==> src/rtl/dma_reg_pkg.sv <==
package dma_reg_pkg;

  localparam logic [3:0] OFF_CMD      = 4'h8;  // write: command, read: status
  localparam logic [3:0] OFF_REQ      = 4'h9;
  localparam logic [3:0] OFF_MASK_ONE = 4'hA;
  localparam logic [3:0] OFF_MODE     = 4'hB;
  localparam logic [3:0] OFF_CLR_PTR  = 4'hC;
  localparam logic [3:0] OFF_MCLR     = 4'hD;  // write: master clear, read: zero
  localparam logic [3:0] OFF_UNMASK   = 4'hE;
  localparam logic [3:0] OFF_MASK_ALL = 4'hF;

  // stored mode field = wdata[7:2]
  typedef struct packed {
    logic [1:0] op_mode;
    logic       dec;
    logic       auto_init;
    logic [1:0] xfer;
  } chan_mode_t;

endpackage

==> src/rtl/dma_byte_ptr.sv <==
module dma_byte_ptr (
  input  logic clk_i,
  input  logic rst_ni,
  input  logic toggle_i,
  input  logic clear_i,
  output logic hi_o
);

  logic hi_q;

  always_ff @(posedge clk_i or negedge rst_ni) begin
    if (!rst_ni)       hi_q <= 1'b0;
    else if (clear_i)  hi_q <= 1'b0;
    else if (toggle_i) hi_q <= ~hi_q;
  end

  assign hi_o = hi_q;

  a_r2_ptr_toggles: assert property (@(posedge clk_i) disable iff (!rst_ni)
    toggle_i && !clear_i |=> hi_o != $past(hi_o));

  a_r3_ptr_clears: assert property (@(posedge clk_i) disable iff (!rst_ni)
    clear_i |=> !hi_o);

  a_r2_ptr_holds: assert property (@(posedge clk_i) disable iff (!rst_ni)
    !toggle_i && !clear_i |=> $stable(hi_o));

endmodule

==> src/rtl/dma_chan_regs.sv <==
module dma_chan_regs
  import dma_reg_pkg::*;
#(
  parameter int BYTE_W = 8
) (
  input  logic                  clk_i,
  input  logic                  rst_ni,
  input  logic                  wr_addr_i,
  input  logic                  wr_cnt_i,
  input  logic                  wr_mode_i,
  input  logic                  hi_i,
  input  logic [BYTE_W-1:0]     wdata_i,
  output logic [2*BYTE_W-1:0]   base_addr_o,
  output logic [2*BYTE_W-1:0]   base_cnt_o,
  output chan_mode_t            mode_o
);

  localparam int REG_W = 2 * BYTE_W;

  logic [REG_W-1:0] addr_q, cnt_q;
  chan_mode_t       mode_q;

  always_ff @(posedge clk_i or negedge rst_ni) begin
    if (!rst_ni) begin
      addr_q <= '0;
      cnt_q  <= '0;
      mode_q <= '0;
    end else begin
      if (wr_addr_i) begin
        if (hi_i) addr_q[REG_W-1:BYTE_W] <= wdata_i;
        else      addr_q[BYTE_W-1:0]     <= wdata_i;
      end
      if (wr_cnt_i) begin
        if (hi_i) cnt_q[REG_W-1:BYTE_W] <= wdata_i;
        else      cnt_q[BYTE_W-1:0]     <= wdata_i;
      end
      if (wr_mode_i) mode_q <= chan_mode_t'(wdata_i[BYTE_W-1:2]);
    end
  end

  assign base_addr_o = addr_q;
  assign base_cnt_o  = cnt_q;
  assign mode_o      = mode_q;

  a_r2_lo_byte_only: assert property (@(posedge clk_i) disable iff (!rst_ni)
    wr_addr_i && !hi_i |=> base_addr_o[BYTE_W-1:0] == $past(wdata_i)
                        && $stable(base_addr_o[REG_W-1:BYTE_W]));

  a_r2_hi_byte_only: assert property (@(posedge clk_i) disable iff (!rst_ni)
    wr_cnt_i && hi_i |=> base_cnt_o[REG_W-1:BYTE_W] == $past(wdata_i)
                      && $stable(base_cnt_o[BYTE_W-1:0]));

  a_r7_mode_holds: assert property (@(posedge clk_i) disable iff (!rst_ni)
    !wr_mode_i |=> $stable(mode_o));

endmodule

==> src/rtl/dma_ctrl_regs.sv <==
module dma_ctrl_regs #(
  parameter int NUM_CH = 4,
  parameter int BYTE_W = 8
) (
  input  logic                  clk_i,
  input  logic                  rst_ni,
  input  logic [BYTE_W-1:0]     wdata_i,
  input  logic                  wr_cmd_i,
  input  logic                  wr_req_i,
  input  logic                  wr_mask_one_i,
  input  logic                  wr_unmask_i,
  input  logic                  wr_mask_all_i,
  input  logic                  mclr_i,
  input  logic                  stat_rd_i,
  input  logic [NUM_CH-1:0]     tc_i,
  input  logic [NUM_CH-1:0]     dreq_i,
  output logic [BYTE_W-1:0]     cmd_o,
  output logic [NUM_CH-1:0]     mask_o,
  output logic [NUM_CH-1:0]     sw_req_o,
  output logic [2*NUM_CH-1:0]   status_o
);

  localparam int CH_W   = $clog2(NUM_CH);
  localparam int SET_BIT = CH_W;

  logic [BYTE_W-1:0] cmd_q;
  logic [NUM_CH-1:0] mask_q, req_q, tc_q;
  logic [CH_W-1:0]   sel;

  assign sel = wdata_i[CH_W-1:0];

  always_ff @(posedge clk_i or negedge rst_ni) begin
    if (!rst_ni) begin
      cmd_q  <= '0;
      mask_q <= '1;
      req_q  <= '0;
      tc_q   <= '0;
    end else if (mclr_i) begin
      cmd_q  <= '0;
      mask_q <= '1;
      req_q  <= '0;
      tc_q   <= '0;
    end else begin
      if (wr_cmd_i)      cmd_q       <= wdata_i;
      if (wr_req_i)      req_q[sel]  <= wdata_i[SET_BIT];
      if (wr_mask_one_i) mask_q[sel] <= wdata_i[SET_BIT];
      if (wr_unmask_i)   mask_q      <= '0;
      if (wr_mask_all_i) mask_q      <= wdata_i[NUM_CH-1:0];
      tc_q <= (stat_rd_i ? '0 : tc_q) | tc_i;
    end
  end

  assign cmd_o    = cmd_q;
  assign mask_o   = mask_q;
  assign sw_req_o = req_q;
  assign status_o = {dreq_i | req_q, tc_q};

  a_r1_mclr_state: assert property (@(posedge clk_i) disable iff (!rst_ni)
    mclr_i |=> mask_o == '1 && cmd_o == '0 && sw_req_o == '0
            && status_o[NUM_CH-1:0] == '0);

  a_r10_tc_sticky: assert property (@(posedge clk_i) disable iff (!rst_ni)
    !mclr_i && !stat_rd_i |=>
      (status_o[NUM_CH-1:0] & $past(status_o[NUM_CH-1:0])) == $past(status_o[NUM_CH-1:0]));

  a_r10_read_clears: assert property (@(posedge clk_i) disable iff (!rst_ni)
    stat_rd_i && !mclr_i |=> status_o[NUM_CH-1:0] == $past(tc_i));

  a_r6_unmask_all: assert property (@(posedge clk_i) disable iff (!rst_ni)
    wr_unmask_i && !mclr_i |=> mask_o == '0);

  a_r5_one_mask_bit: assert property (@(posedge clk_i) disable iff (!rst_ni)
    wr_mask_one_i && !mclr_i |=> $countones(mask_o ^ $past(mask_o)) <= 1);

endmodule

==> src/rtl/dma_reg_port.sv <==
module dma_reg_port
  import dma_reg_pkg::*;
#(
  parameter int NUM_CH = 4,
  parameter int BYTE_W = 8
) (
  input  logic                              clk_i,
  input  logic                              rst_ni,
  input  logic [$clog2(NUM_CH)+1:0]         addr_i,
  input  logic [BYTE_W-1:0]                 wdata_i,
  input  logic                              wr_i,
  input  logic                              rd_i,
  output logic [BYTE_W-1:0]                 rdata_o,
  input  logic [NUM_CH*2*BYTE_W-1:0]        cur_addr_i,
  input  logic [NUM_CH*2*BYTE_W-1:0]        cur_cnt_i,
  input  logic [NUM_CH-1:0]                 tc_i,
  input  logic [NUM_CH-1:0]                 dreq_i,
  output logic [NUM_CH*2*BYTE_W-1:0]        base_addr_o,
  output logic [NUM_CH*2*BYTE_W-1:0]        base_cnt_o,
  output logic [NUM_CH*(BYTE_W-2)-1:0]      mode_o,
  output logic [NUM_CH-1:0]                 mask_o,
  output logic [BYTE_W-1:0]                 cmd_o,
  output logic [NUM_CH-1:0]                 sw_req_o
);

  localparam int REG_W  = 2 * BYTE_W;
  localparam int CH_W   = $clog2(NUM_CH);
  localparam int ADDR_W = CH_W + 2;
  localparam int MODE_W = BYTE_W - 2;
  localparam int STAT_W = 2 * NUM_CH;

  logic                 rd_en, chan_port, is_cnt, ptr_hi, mclr, clr_ptr;
  logic [CH_W-1:0]      chan_sel;
  logic [STAT_W-1:0]    status;
  logic [REG_W-1:0]     cur_a [NUM_CH];
  logic [REG_W-1:0]     cur_c [NUM_CH];
  logic [REG_W-1:0]     rd_val;

  assign rd_en     = rd_i & ~wr_i;  // a write wins over a same-cycle read
  assign chan_port = (addr_i < ADDR_W'(2 * NUM_CH));
  assign chan_sel  = addr_i[CH_W:1];
  assign is_cnt    = addr_i[0];
  assign mclr      = wr_i && (addr_i == OFF_MCLR);
  assign clr_ptr   = (wr_i && (addr_i == OFF_CLR_PTR)) || mclr;

  dma_byte_ptr u_ptr (
    .clk_i    (clk_i),
    .rst_ni   (rst_ni),
    .toggle_i ((wr_i | rd_i) & chan_port),
    .clear_i  (clr_ptr),
    .hi_o     (ptr_hi)
  );

  for (genvar n = 0; n < NUM_CH; n++) begin : g_ch
    chan_mode_t mode_n;

    dma_chan_regs #(.BYTE_W(BYTE_W)) u_chan (
      .clk_i       (clk_i),
      .rst_ni      (rst_ni),
      .wr_addr_i   (wr_i && chan_port && !is_cnt && chan_sel == CH_W'(n)),
      .wr_cnt_i    (wr_i && chan_port &&  is_cnt && chan_sel == CH_W'(n)),
      .wr_mode_i   (wr_i && addr_i == OFF_MODE && wdata_i[CH_W-1:0] == CH_W'(n)),
      .hi_i        (ptr_hi),
      .wdata_i     (wdata_i),
      .base_addr_o (base_addr_o[n*REG_W +: REG_W]),
      .base_cnt_o  (base_cnt_o[n*REG_W +: REG_W]),
      .mode_o      (mode_n)
    );

    assign mode_o[n*MODE_W +: MODE_W] = mode_n;
    assign cur_a[n] = cur_addr_i[n*REG_W +: REG_W];
    assign cur_c[n] = cur_cnt_i[n*REG_W +: REG_W];
  end

  dma_ctrl_regs #(.NUM_CH(NUM_CH), .BYTE_W(BYTE_W)) u_ctrl (
    .clk_i         (clk_i),
    .rst_ni        (rst_ni),
    .wdata_i       (wdata_i),
    .wr_cmd_i      (wr_i && addr_i == OFF_CMD),
    .wr_req_i      (wr_i && addr_i == OFF_REQ),
    .wr_mask_one_i (wr_i && addr_i == OFF_MASK_ONE),
    .wr_unmask_i   (wr_i && addr_i == OFF_UNMASK),
    .wr_mask_all_i (wr_i && addr_i == OFF_MASK_ALL),
    .mclr_i        (mclr),
    .stat_rd_i     (rd_en && addr_i == OFF_CMD),
    .tc_i          (tc_i),
    .dreq_i        (dreq_i),
    .cmd_o         (cmd_o),
    .mask_o        (mask_o),
    .sw_req_o      (sw_req_o),
    .status_o      (status)
  );

  always_comb begin
    rd_val  = is_cnt ? cur_c[chan_sel] : cur_a[chan_sel];
    rdata_o = '0;
    if (rd_en) begin
      if (chan_port)               rdata_o = ptr_hi ? rd_val[REG_W-1:BYTE_W] : rd_val[BYTE_W-1:0];
      else if (addr_i == OFF_CMD)  rdata_o = status;
    end
  end

  a_r11_temp_reads_zero: assert property (@(posedge clk_i) disable iff (!rst_ni)
    rd_i && addr_i == OFF_MCLR |-> rdata_o == '0);

  a_r4_idle_bus_zero: assert property (@(posedge clk_i) disable iff (!rst_ni)
    !rd_i |-> rdata_o == '0);

  a_r11_mclr_keeps_base: assert property (@(posedge clk_i) disable iff (!rst_ni)
    mclr |=> $stable(base_addr_o) && $stable(base_cnt_o) && $stable(mode_o));

endmodule

==> config.mk <==
export PLATFORM = sky130hd
export DESIGN_NAME = dma_reg_port
export DESIGN_NICKNAME = d
export VERILOG_FILES = /design/src/rtl/dma_reg_pkg.sv /design/src/rtl/dma_byte_ptr.sv /design/src/rtl/dma_chan_regs.sv /design/src/rtl/dma_ctrl_regs.sv /design/src/rtl/dma_reg_port.sv
export SDC_FILE = /design/constraint.sdc
export NUM_CORES = 1
export LEC_CHECK = 0
export BUFFER_PORTS_ARGS = -buffer_cell sky130_fd_sc_hd__buf_2
export CAP_MARGIN = 10
export CORE_MARGIN = 5
export CORE_UTILIZATION = 53
export CTS_CLUSTER_DIAMETER = 60
export CTS_CLUSTER_SIZE = 24
export DETAILED_ROUTE_END_ITERATION = 7
export HOLD_SLACK_MARGIN = 0.15
export PLACE_DENSITY = 0.86
export SETUP_SLACK_MARGIN = 0.3
export SYNTH_ARGS = -nofsm -noshare
export SYNTH_HDL_FRONTEND = slang
export SYNTH_SLANG_ARGS = --single-unit
==> constraint.sdc <==
create_clock -name clk_i -period 7 [get_ports clk_i]
set_input_delay 2.1 -clock clk_i [delete_from_list [all_inputs] [get_ports clk_i]]
set_output_delay 2.1 -clock clk_i [all_outputs]
set_load 0.01 [all_outputs]
==> impl_metrics.json <==
{
  "outcome": "complete, no violations",
  "min_path_cells": 2,
  "critPathLaunchType": "input port",
  "finish.utilization_pct": 68.4,
  "drc": 0,
  "ios": 328,
  "r2r_setup_slack_ps": 4900,
  "antenna_found_initial": 1,
  "holdCritPathClass": "flip-flop to flip-flop",
  "r2r_end": "g_ch[3].u_chan.base_cnt_o[13]$_DFFE_PN0P_",
  "rsz0062_at_grt": "no",
  "drive_gt1_share_pct": 59.6,
  "postCtsSetupRepairBufs": 0,
  "yosysTopAreaCell": "dfrtp_1",
  "end_kind": "output port",
  "synthArstFlopShare_pct": 100,
  "hold_start": "g_ch[0].u_chan.base_cnt_o[10]$_DFFE_PN0P_",
  "ctsResizeCount": 0,
  "synth_common_cells": "169 x dfrtp_1, 149 x mux2_2, 33 x nand2_1",
  "drtIter0Drc": 341,
  "multiInputGateArea_um2": 3540,
  "grt_start_max_net_pins": 84,
  "synth_area_um2": 8140,
  "core_um2": 15100,
  "worstHoldEndpoint": "g_ch[0].u_chan.base_cnt_o[10]$_DFFE_PN0P_",
  "p_leak_nw": 5.37,
  "synth_top_area_share_pct": 51.9,
  "cts_tree": "done",
  "cts_sinks": 173,
  "final_antenna_net_count": 0,
  "ys_types": 56,
  "ys_seq_area_share_pct": 53.2,
  "cts-root-buf": "clkbuf_16",
  "yosys-top-cells-area": "dfrtp_1 52%, mux2_2 21%, mux4_2 3.9%",
  "cp.arrival_ps": 4080,
  "row_count": 45,
  "syn_to_final_growth_pct": 27.3,
  "nNetsFinal": 1070,
  "drv_slew": 0,
  "place.gp.congestion": 0.911,
  "cts_buffers": 17,
  "num_vias": 6292,
  "final.min_clock_period_ps": 6180,
  "wire_per_inst_um": 22.4,
  "first_global_vias": 6647,
  "skew_ps": 8.55,
  "io_buffers": 327,
  "setup_viol": 0,
  "grt_usage_pct": 27.7,
  "worstReg2RegStart": "u_ptr.hi_o$_DFFE_PN0P_",
  "die_w_um": 134,
  "syn_area_per_cell_um2": 13.5,
  "tns_ps": 0,
  "ctsHoldBuffers": 0,
  "first_pass_iters": 6,
  "grt_pass1_wl_mm": 37.9,
  "clk_pin_slew_ps": 60,
  "ys.flop_type": "dfrtp_1",
  "seq_area_um2": 4330,
  "crit_fanout": 52,
  "initial_core_util_pct": 53.8,
  "clk_latency_ps": 420,
  "yosys_warnings": 0,
  "maxCapViolations": 0,
  "syn_inst": 604,
  "synth_edf_count": 0,
  "wl_mm": 25.1,
  "powerDensity_nw_per_um2": 299,
  "clock.fmax_mhz": 162,
  "h-tree-depth": 4,
  "slew-limit-headroom_pct": 33.0,
  "crit_type": "input port to output port",
  "synth.most_common_cell": "dfrtp_1",
  "post-dp-hpwl_mm": 19.0,
  "hold_viol": 0,
  "fin_crit_sh_pct": 88.3,
  "vdd_drop_max_v": 0.000239,
  "rr_worst_depth": 4,
  "holdWs_ps": 477,
  "ys_seq_elements": 173,
  "vias_per_cell": 5.62,
  "synthesis.nets": 756,
  "worst_pin_slew_ps": 1000,
  "die-area_um2": 17900,
  "nFillCells": 1066,
  "cts_buffer_depth": 2,
  "critPathRequiredTime_ps": 4900,
  "overflow": 0,
  "die_y_um": 134
}
layout by cell type (no fill, tap or decap), types with 6 or more instances in the layout:
cell type / n
a21oi_1: 25
a22o_1: 8
buf_2: 325
buf_4: 6
clkbuf_16: 17
dfrtp_1: 169
mux2_2: 149
mux2i_1: 26
mux4_2: 14
nand2_1: 33
nand2_2: 6
nor2_1: 21
nor2b_1: 9
nor3_1: 6
o21ai_0: 22
o22ai_1: 9
state kept, by name (all words and copies together) (netlist names):
signal	flops
g_ch.u_chan.base_addr_o	64
g_ch.u_chan.base_cnt_o	64
g_ch.u_chan.mode_o	24
u_ctrl.cmd_o	8
u_ctrl.mask_o	4
u_ctrl.sw_req_o	4
u_ctrl.tc_q	4
u_ptr.hi_o	1
layout make-up:
class | count | area share, %
sequential | 173 | 41.8
multi-input combinational | 390 | 34.2
timing repair buffer | 332 | 16.2
clock buffer | 20 | 4.21
tap | 188 | 2.27
clock inverter | 12 | 1.10
inverter | 4 | 0.157
antenna | 1 | 0.0241
per-layer routing:
| layer | GRT usage (%) | vias to the layer above | wire length, µm |
|---|---|---|---|
| met1 | 30.7 | 3125 | 8960 |
| met2 | 50.7 | 280 | 13700 |
| met5 | 0 | - | 0 |
| li1 | - | 2847 | - |
| met3 | 8.10 | 40 | 1870 |
| met4 | 9.20 | 0 | 630 |
metrics by stage:
step	std cells	area, µm²	power [mW]	setup WS, ps
floorplan	604	8140	1.81	1650
global placement	1087	9810	2.19	866
detailed placement	1087	9810	2.23	829
CTS	1119	10400	3.12	830
global route	1120	10400	3.24	704
finish	1120	10400	3.10	816
power breakdown:
part | internal, mW | total [mW] | switching, mW
Sequential | 1.25 | 1.38 | 0.139
Clock | 0.494 | 0.891 | 0.397
Combinational | 0.403 | 0.826 | 0.423
Total | 2.14 | 3.10 | 0.959
worst max-delay path, cell delays in order:
cell,delay (ps)
buf_4,500
buf_4,400
mux2_2,370
o22ai_1,170
a211oi_1,80
o21ai_0,100
o211ai_1,150
buf_2,170
cells by family after synthesis:
kind of cell           Yosys count  share of synthesized area (%)
AOI/OAI and AO/OA               88                           6.76
and+or+nand+nor                107                           8.21
DFF                            173                           53.2
muxes                          195                           28.5
buffers and inverters           41                           3.26
worst max-delay path by stage:
stage / slack [ps] / cells past startpoint / from / end
floorplan: 1650 / 6 / addr_i[2] / rdata_o[4]
global placement: 870 / 8 / addr_i[2] / rdata_o[0]
detailed placement: 830 / 8 / addr_i[2] / rdata_o[0]
CTS: 830 / 8 / addr_i[2] / rdata_o[0]
global route: 700 / 7 / addr_i[1] / rdata_o[4]
finish: 820 / 8 / addr_i[2] / rdata_o[0]
Note: power is estimated with default switching activity, not from simulation.
